## config.mk

```make
export PLATFORM = sky130hd
export DESIGN_NAME = gpio_port
export DESIGN_NICKNAME = d
export VERILOG_FILES = /design/src/rtl/gpio_port_pkg.sv /design/src/rtl/gpio_sync.sv /design/src/rtl/gpio_regs.sv /design/src/rtl/gpio_pin_mux.sv /design/src/rtl/gpio_port.sv
export SDC_FILE = /design/constraint.sdc
export NUM_CORES = 1
export LEC_CHECK = 0
export BUFFER_PORTS_ARGS = -buffer_cell sky130_fd_sc_hd__buf_2
export CAP_MARGIN = 20
export CORE_MARGIN = 2
export CORE_UTILIZATION = 48
export CTS_BUF_LIST = sky130_fd_sc_hd__clkbuf_2 sky130_fd_sc_hd__clkbuf_4 sky130_fd_sc_hd__clkbuf_8
export DETAILED_ROUTE_END_ITERATION = 16
export PLACE_DENSITY = 0.94
export SLEW_MARGIN = 20
export SYNTH_ARGS = -nofsm -noshare
export SYNTH_HDL_FRONTEND = slang
export SYNTH_SLANG_ARGS = --single-unit
```

## constraint.sdc

```tcl
create_clock -name clk -period 1.73 [get_ports clk]
set_input_delay 0 -clock clk [delete_from_list [all_inputs] [get_ports clk]]
set_output_delay 0 -clock clk [all_outputs]
set_load 0.01 [all_outputs]
```

## src/rtl/gpio_port_pkg.sv

```systemverilog
package gpio_port_pkg;

    localparam int PORT_W = 8;
    localparam int ADDR_W = 2;
    localparam int SYNC_STAGES = 2;

    typedef enum logic [ADDR_W-1:0] {
        REG_PORT  = 2'd0,
        REG_LATCH = 2'd1,
        REG_DIR   = 2'd2,
        REG_NONE  = 2'd3
    } reg_sel_e;

    // Per-pin peripheral request bundle
    typedef struct packed {
        logic claim;
        logic force_out;
        logic force_in;
        logic dout;
    } pin_ovr_t;

    // Per-pin resolved pad controls
    typedef struct packed {
        logic oe;
        logic val;
    } pad_drv_t;

    function automatic reg_sel_e decode_addr(input logic [ADDR_W-1:0] a);
        reg_sel_e s;
        case (a)
            2'd0:    s = REG_PORT;
            2'd1:    s = REG_LATCH;
            2'd2:    s = REG_DIR;
            default: s = REG_NONE;
        endcase
        return s;
    endfunction

    // Force-in wins; force-out only counts while the pin is claimed.
    function automatic logic resolve_oe(input pin_ovr_t o, input logic dir_in);
        logic r;
        if (o.force_in)
            r = 1'b0;
        else if (o.claim && o.force_out)
            r = 1'b1;
        else
            r = ~dir_in;
        return r;
    endfunction

    function automatic logic resolve_val(input pin_ovr_t o, input logic lat_bit);
        return o.claim ? o.dout : lat_bit;
    endfunction

endpackage

```

## src/rtl/gpio_sync.sv

```systemverilog
module gpio_sync
    import gpio_port_pkg::*;
#(
    parameter int W      = PORT_W,
    parameter int STAGES = SYNC_STAGES
) (
    input  logic         clk,
    input  logic         rst,
    input  logic [W-1:0] d,
    output logic [W-1:0] q
);

    logic [W-1:0] stg [STAGES];

    always_ff @(posedge clk) begin
        if (rst) begin
            for (int s = 0; s < STAGES; s++) stg[s] <= '0;
        end else begin
            stg[0] <= d;
            for (int s = 1; s < STAGES; s++) stg[s] <= stg[s-1];
        end
    end

    assign q = stg[STAGES-1];

endmodule

```

## src/rtl/gpio_regs.sv

```systemverilog
module gpio_regs
    import gpio_port_pkg::*;
#(
    parameter int W = PORT_W
) (
    input  logic              clk,
    input  logic              rst,
    input  logic [ADDR_W-1:0] addr,
    input  logic              wr,
    input  logic [W-1:0]      wdata,
    input  logic [W-1:0]      port_sync,
    output logic [W-1:0]      rdata,
    output logic [W-1:0]      lat_q,
    output logic [W-1:0]      dir_q
);

    reg_sel_e sel;
    logic     lat_we;
    logic     dir_we;

    assign sel    = decode_addr(addr);
    assign lat_we = wr && (sel == REG_PORT || sel == REG_LATCH);
    assign dir_we = wr && (sel == REG_DIR);

    always_ff @(posedge clk) begin
        if (rst) begin
            lat_q <= '0;
            dir_q <= '1;
        end else begin
            if (lat_we) lat_q <= wdata;
            if (dir_we) dir_q <= wdata;
        end
    end

    always_comb begin
        unique case (sel)
            REG_PORT:  rdata = port_sync;
            REG_LATCH: rdata = lat_q;
            REG_DIR:   rdata = dir_q;
            default:   rdata = '0;
        endcase
    end

endmodule

```

## src/rtl/gpio_pin_mux.sv

```systemverilog
module gpio_pin_mux
    import gpio_port_pkg::*;
#(
    parameter int W = PORT_W
) (
    input  logic [W-1:0] lat_q,
    input  logic [W-1:0] dir_q,
    input  logic [W-1:0] per_sel,
    input  logic [W-1:0] per_dout,
    input  logic [W-1:0] per_oe_force,
    input  logic [W-1:0] per_ie_force,
    output logic [W-1:0] pin_out,
    output logic [W-1:0] pin_oe
);

    for (genvar i = 0; i < W; i++) begin : g_pin
        pin_ovr_t ovr;
        pad_drv_t drv;

        assign ovr.claim     = per_sel[i];
        assign ovr.force_out = per_oe_force[i];
        assign ovr.force_in  = per_ie_force[i];
        assign ovr.dout      = per_dout[i];

        assign drv.oe  = resolve_oe(ovr, dir_q[i]);
        assign drv.val = resolve_val(ovr, lat_q[i]);

        assign pin_oe[i]  = drv.oe;
        assign pin_out[i] = drv.val;
    end

endmodule

```

## src/rtl/gpio_port.sv

```systemverilog
module gpio_port
    import gpio_port_pkg::*;
#(
    parameter int W = PORT_W
) (
    input  logic              clk,
    input  logic              rst,
    input  logic [ADDR_W-1:0] bus_addr,
    input  logic              bus_wr,
    input  logic [W-1:0]      bus_wdata,
    output logic [W-1:0]      bus_rdata,
    input  logic [W-1:0]      pin_in,
    output logic [W-1:0]      pin_out,
    output logic [W-1:0]      pin_oe,
    input  logic [W-1:0]      per_sel,
    input  logic [W-1:0]      per_dout,
    input  logic [W-1:0]      per_oe_force,
    input  logic [W-1:0]      per_ie_force,
    output logic [W-1:0]      per_din
);

    logic [W-1:0] port_sync;
    logic [W-1:0] lat_q;
    logic [W-1:0] dir_q;

    gpio_sync #(.W(W), .STAGES(SYNC_STAGES)) u_sync (
        .clk (clk),
        .rst (rst),
        .d   (pin_in),
        .q   (port_sync)
    );

    gpio_regs #(.W(W)) u_regs (
        .clk       (clk),
        .rst       (rst),
        .addr      (bus_addr),
        .wr        (bus_wr),
        .wdata     (bus_wdata),
        .port_sync (port_sync),
        .rdata     (bus_rdata),
        .lat_q     (lat_q),
        .dir_q     (dir_q)
    );

    gpio_pin_mux #(.W(W)) u_mux (
        .lat_q        (lat_q),
        .dir_q        (dir_q),
        .per_sel      (per_sel),
        .per_dout     (per_dout),
        .per_oe_force (per_oe_force),
        .per_ie_force (per_ie_force),
        .pin_out      (pin_out),
        .pin_oe       (pin_oe)
    );

    assign per_din = port_sync;

endmodule

```

==> results of run 1 <==
==> power by group through the flow <==
stage	logic, mW	registers, mW	clock network [mW]
after floorplan	0.153	0.803	0
after global placement	0.250	0.809	0
after detailed placement	0.258	0.810	0
after CTS	0.287	0.793	0.575
after global routing	0.314	0.797	0.609
final	0.285	0.793	0.569
==> synthesized netlist by cell type <==
cell type / count / share of area
sky130_fd_sc_hd__nor2b_1: 17 / 0.076
sky130_fd_sc_hd__o21ai_0: 8 / 0.028
sky130_fd_sc_hd__and3b_2: 1 / 0.0071
sky130_fd_sc_hd__a21oi_1: 16 / 0.057
sky130_fd_sc_hd__and2b_2: 1 / 0.0062
sky130_fd_sc_hd__nand3b_1: 1 / 0.0053
sky130_fd_sc_hd__buf_4: 9 / 0.048
sky130_fd_sc_hd__clkbuf_1: 3 / 0.0080
sky130_fd_sc_hd__mux2_2: 8 / 0.064
sky130_fd_sc_hd__buf_6: 2 / 0.016
sky130_fd_sc_hd__nor2_1: 8 / 0.021
sky130_fd_sc_hd__nand2_1: 32 / 0.085
sky130_fd_sc_hd__dfxtp_1: 32 / 0.46
sky130_fd_sc_hd__buf_2: 2 / 0.0071
sky130_fd_sc_hd__mux2i_1: 16 / 0.11
==> registers in the layout, summed over array words and instances, names as in the netlist <==
register,cells
u_regs.dir_q,8
u_regs.lat_q,8
u_sync.stg,16
==> critical path, delay by kind of cell, from the launching register on <==
kind            cells  cell delay (ns)
buf+inv             1             0.17
compound gates      1             0.17
mux                 1             0.09
flops               1             0.37
==> final timing paths <==
| check | endpoint | depth (start not counted) | slack [ns] | from |
|---|---|---|---|---|
| hold / removal | u_regs.lat_q[2]$_SDFFE_PP0P_ | 2 | 0.13 | rst |
| hold reg to reg | u_sync.stg[0][8]$_SDFF_PP0_ | 1 | 0.45 | u_sync.stg[0][0]$_SDFF_PP0_ |
| setup / recovery | bus_rdata[4] | 3 | 0.60 | u_regs.lat_q[4]$_SDFFE_PP0P_ |
| setup reg to reg | u_regs.lat_q[0]$_SDFFE_PP0P_ | 2 | 1.08 | u_regs.lat_q[0]$_SDFFE_PP0P_ |
==> stage by stage <==
stage               power (mW)  hold slack (ns)  utilization
finish                    1.65            0.127        0.723
global route              1.72            0.139        0.723
CTS                       1.65            0.127        0.723
floorplan                0.957           0.0441            -
global placement          1.06            0.207        0.636
detailed placement        1.07            0.213        0.636
==> per-layer routing <==
layer | global-route usage | part of all wire
met3 | 0.0625 | 0.065
met5 | 0 | 0
met1 | 0.204 | 0.39
met4 | 0.120 | 0.026
met2 | 0.406 | 0.52
==> cells by family after synthesis <==
family          after synthesis  share of synthesized area
compound gates               24                     0.0855
buf+inv                      16                     0.0792
flops                        32                      0.456
mux                          24                      0.178
simple gates                 60                      0.201
==> cell usage in the layout (no fill, tap or decap) <==
cell type,instances
sky130_fd_sc_hd__a21oi_1,16
sky130_fd_sc_hd__and2b_2,1
sky130_fd_sc_hd__and3b_2,1
sky130_fd_sc_hd__buf_2,84
sky130_fd_sc_hd__bufinv_16,1
sky130_fd_sc_hd__clkbuf_4,6
sky130_fd_sc_hd__clkinv_2,1
sky130_fd_sc_hd__dfxtp_1,32
sky130_fd_sc_hd__dlygate4sd3_1,16
sky130_fd_sc_hd__mux2_2,8
sky130_fd_sc_hd__mux2i_1,16
sky130_fd_sc_hd__nand2_1,32
sky130_fd_sc_hd__nand3b_1,1
sky130_fd_sc_hd__nor2_1,8
sky130_fd_sc_hd__nor2b_1,17
sky130_fd_sc_hd__o21ai_0,8
==> layout make-up <==
type                    instances  area (um2)  area share
clock inverters                 2        35.0      0.0176
clock buffers                   6        45.0      0.0226
repair buffers                100         581       0.291
flip-flops and latches         32         641       0.321
well taps                      31        38.8      0.0195
multi-input cells             108         653       0.328
==> parameters.txt, run 1 <==
Parameter                              Value

Critical path
  Crit path arrival time ... 1.13 ns
  Critical-path maximum fanout ... 3
  CP Launch Type ... flip-flop
  Required time at the endpoint of the critical path ... 1.73 ns
  Crit-path slowest cell ... sky130_fd_sc_hd__dfxtp_1
  List of cells traversed by the critical path ... mux2i_1 -> o21ai_0 -> buf_2
  Slowest cell delay on critical path ... 0.37 ns
  Crit Path Category ... flip-flop to output pin
  Kind of end point of the critical path ... output pin

STA
  Clock tree skew after final layout ... ~0.0037 ns
  Final worst setup slack ... 0.604 ns
  Final-report setup violation count ... 0
  Peak Freq ... 888 MHz
  Worst slew margin ... 0.615
  Final period demand of the worst path ... 1.13 ns
  Number of endpoints with negative hold slack in the final report ... 0
  Unrepaired setup endpoints after global routing ... no
  Total negative setup slack ... 0 ns
  Number of pins with negative max-slew slack in the final report ... 0
  Period utilisation layout ... 0.651
  Slew @ Worst Pin ... 0.576 ns

Clock tree
  Post-cts sizing count ... 0
  Clock-pin slew of the registers on the worst-case setup and hold paths ... roughly 0.10 ns
  Maximum root-to-sink buffer count ... 2
  Total number of H-tree levels ... 2
  Clock network latency to the later pin of the worst-skew pair ... about 0.33 ns
  Number of clock sinks ... 32
  Post-CTS repair timing setup buffer count ... 0
  Clock tree from TritonCTS ... built
  CTS Buf Count ... 5
  Root buffer cell ... sky130_fd_sc_hd__clkbuf_4
  Number of hold buffers added after CTS ... 16

Logic synthesis
  Number of synthesized register bits ... 32
  Syn Inst Count ... 156
  Number of warning messages in the yosys log ... 0
  Number of unique standard cell types used by synthesis ... 15
  Post-synthesis cell area ... 1410 um2
  Number of nets in the synthesized netlist ... 209
  Sequential share of the synthesized area ... 0.456
  Post-Synthesis Mean Instance Area ... 9.01 um2

Pwr
  Power Internal ... 1.25 mW
  Share of total power in sequential cells ... 0.482
  Cell Pwr Density ... a little over 800 nW/um2
  Switching pwr ... 0.401 mW
  Maximum resistive drop on vdd ... 0.864 mV
  Static Leak ... 1.04 nW
  Switching power share of the total ... 0.244
  Part of the total power dissipated in the clock network ... 0.345
  Proportion of power drawn by combinational gates ... 0.173

Die
  Number of rows in the core area ... 19
  I/O pin cnt ... 85
  Placeable Area ... between 2000 and 3000 um2
  Die Span X ... 58.1 um
  Starting density of the core ... 0.510
  Die extent in y ... 58.1 um
  Floorplan die area ... 3380 um2

Cells and area
  Number of standard cells in the final layout excluding fillers ... 279
  Synth-to-layout area growth ... 41.9%
  Final instance area ... 1990 um2
  Final antenna diode count ... 0
  Number of fill cells ... 212
  Fraction of layout instances using a drive strength above 1 ... 0.411
  Final layout net count ... 300

Global routing
  Aggregate global routing overflow ... 0
  Number of global-route vias before repair ... 1365
  GRT Resource Usage Total ... 0.215
  Global-route wire length before repair ... 5360 um
  Pin count of the biggest net entering global routing ... 33
  Initial antenna violation count ... 0

Worst hold path
  Worst hold path class ... input port to flip-flop

Detailed routing
  Post-detailed-route count of antenna-violating nets ... 0
  Routed via count divided by cell count ... 4.91
  Routed wirelength normalized by instance count ... 12.3 um
  First DRT Iteration DRCs ... 22
  Vias ... 1371
  Routed Wire Length ... 3430 um
  Remaining design rule violation count ... 0
  DR pass1 iterations ... 4

Place
  Number of placed instances, taps included ... ~260
  Final HPWL DP ... between 2000 and 2500 um
  Post-Place Setup Slack ... ~0.66 ns
  Gp weighted congestion ... 0.717
  Placed inst area ... 1750 um2
  Count of input and output buffers ... 84

Flow run
  Max Cap Violations ... 0

Run status
  Run status ... finished clean
No activity file was read; power rests on OpenSTA's default activity.
==> run 2, diff against run 1 <==
Settings changed: CORE_UTILIZATION 48 to 44, PLACE_DENSITY 0.94 to 0.87.
Clock period 1.73 ns to 1.1 ns, I/O delays scaled along.
==> parameters.txt, run 2 (synthesis results as in run 1) <==
Parameter                              Value

Run status
  Run status ... finished clean

Clock tree
  Root buffer cell ... sky130_fd_sc_hd__clkbuf_4
  Clock network latency to the later pin of the worst-skew pair ... 0.33 ns
  Number of clock sinks ... 32
  Maximum root-to-sink buffer count ... 2
  Clock-pin slew of the registers on the worst-case setup and hold paths ... 0.10 ns
  Total number of H-tree levels ... 2
  CTS Buf Count ... 5
  Clock tree from TritonCTS ... built

STA
  Peak Freq ... 927 MHz
  Worst slew margin ... 0.753
  Slew @ Worst Pin ... between 0.3 and 0.4 ns
  Unrepaired setup endpoints after global routing ... yes
  Number of endpoints with negative hold slack in the final report ... 0
  Period utilisation layout ... 0.981
  Clock tree skew after final layout ... 0.00215 ns
  Final period demand of the worst path ... 1.08 ns
  Number of pins with negative max-slew slack in the final report ... 0
  Final worst setup slack ... about 0.021 ns
  Final-report setup violation count ... 0

Critical path
  Number of buffer and inverter instances along the worst setup path ... 1
  Crit path arrival time ... between 1 and 1.5 ns
  Slowest cell delay on critical path ... 0.36 ns
  Kind of end point of the critical path ... output pin
  Crit-path slowest cell ... sky130_fd_sc_hd__dfxtp_2
  Register-to-Register Setup Slack ... 0.46 ns
  Total number of cells along the worst setup path ... 3
  Cell count of the worst reg-to-reg path ... 2
  Critical Path Source ... u_regs.lat_q[2]$_SDFFE_PP0P_
  Required time at the endpoint of the critical path ... 1.10 ns
  Timing endpoint of the critical path ... bus_rdata[2]
  Destination of the worst register-to-register timing path ... u_regs.lat_q[2]$_SDFFE_PP0P_
  List of cells traversed by the critical path ... mux2i_1 -> o21ai_1 -> buf_2
  Critical-path maximum fanout ... 3
  CP Launch Type ... flip-flop
  CP delay by family, top ... flip-flops
  Startpoint of the worst register-to-register path ... u_regs.lat_q[2]$_SDFFE_PP0P_
  Crit Path Category ... flip-flop to output pin

Global routing
  Number of global-route vias before repair ... 1214
  Aggregate global routing overflow ... 0
  Initial antenna violation count ... 0
  Global-route wire length before repair ... approximately 5000 um
  GRT Resource Usage Total ... 0.195
  Pin count of the biggest net entering global routing ... 20

Die
  I/O pin cnt ... 85
  Floorplan die area ... 3660 um2
  Number of rows in the core area ... 20
  Starting density of the core ... 0.460
  Die extent in y ... a little over 60 um
  Die Span X ... between 60 and 70 um
  Placeable Area ... 3050 um2

Cells and area
  Number of flip-flops under the largest register name ... 16
  Commonest non-fill, non-tap cell in the layout ... sky130_fd_sc_hd__buf_2
  Final layout net count ... 304
  Flip-flop and latch area ... 656 um2
  Area of combinational cells with multiple inputs ... 653 um2
  Number of fill cells ... between 200 and 300
  Leading registers by flop count ... u_sync.stg x16, u_regs.dir_q x8, u_regs.lat_q x8
  Final antenna diode count ... 0
  Fraction of layout instances using a drive strength above 1 ... 0.468
  Top register by number of flip-flops ... u_sync.stg
  Most frequent cells in the layout ... sky130_fd_sc_hd__buf_2 (78), sky130_fd_sc_hd__nand2_1 (32), sky130_fd_sc_hd__dfxtp_1 (20)
  Synth-to-layout area growth ... 48.9%

Pwr
  Maximum resistive drop on vdd ... between 0.8 and 0.9 mV
  Static Leak ... between 1 and 1.5 nW
  Cell Pwr Density ... 1260 nW/um2
  Final total power ... 2.64 mW

Detailed routing
  Vias ... 1381
  Remaining design rule violation count ... 0
  DR pass1 iterations ... 4
  Routed via count divided by cell count ... 4.67
  Routed Wire Length ... around 3600 um
  Post-detailed-route count of antenna-violating nets ... 0
  First DRT Iteration DRCs ... 30
  Routed wirelength normalized by instance count ... 12.0 um

Place
  Count of input and output buffers ... 84
  Post-Place Setup Slack ... 0.116 ns
  Gp weighted congestion ... 0.780
  Final HPWL DP ... 2490 um

Flow run
  Max Cap Violations ... 0

Worst hold path
  Worst Hold Launch ... rst
  Worst hold path class ... input port to flip-flop
==> run 2: what timing repair did <==
| action | 4_1_cts | 5_1_grt |
|---|---|---|
| endpoints found under the hold margin | 24 | 0 |
| hold buffers | 16 | 0 |
| setup buffers | 0 | 0 |
| setup endpoints to repair | 6 | 16 |
| resized for setup | 7 | 18 |
==> run 2: where the power goes <==
group | internal (mW) | leakage, nW | switching [mW] | total (mW)
Combinational | 0.273 | 0.758 | 0.217 | 0.490
Clock | 0.501 | 0.0456 | 0.395 | 0.896
Sequential | 1.22 | 0.269 | 0.0329 | 1.25
Total | 1.99 | 1.07 | 0.645 | 2.64
==> run 2: layer usage <==
metal / wire length, um / track usage / up-vias
met5: 0 / 0 / -
met4: 61 / 0.0776 / 0
met3: 269 / 0.0725 / 8
met2: 1770 / 0.343 / 66
met1: 1450 / 0.213 / 613
li1: - / - / 694
==> run 2: final cells by class <==
type                    count  share of cell area
clock buffers               6              0.0215
clock inverters             2              0.0167
well taps                  44              0.0263
flip-flops and latches     32               0.313
repair buffers            104               0.310
multi-input cells         108               0.312
==> run 2: worst min path at each step <==
stage                                              end  slack, ns  cells past startpoint
final                     u_regs.lat_q[1]$_SDFFE_PP0P_       0.04                      2
after global routing       u_sync.stg[0][7]$_SDFF_PP0_       0.05                      2
after CTS                 u_regs.lat_q[7]$_SDFFE_PP0P_       0.03                      2
after detailed placement   u_sync.stg[0][7]$_SDFF_PP0_       0.21                      2
after global placement     u_sync.stg[0][2]$_SDFF_PP0_       0.21                      2
after floorplan                              pin_oe[0]       0.04                      1
==> run 2: stage by stage <==
| step | util | hold slack [ns] | TNS, ns | std cells | cell area (um2) |
|---|---|---|---|---|---|
| after floorplan | - | 0.0441 | 0 | 156 | 1410 |
| after global placement | 0.589 | 0.207 | 0 | 272 | 1800 |
| after detailed placement | 0.589 | 0.213 | 0 | 272 | 1800 |
| after CTS | 0.670 | 0.0304 | 0 | 296 | 2050 |
| after global routing | 0.685 | 0.0531 | -0.161 | 296 | 2090 |
| final | 0.685 | 0.0403 | 0 | 296 | 2090 |
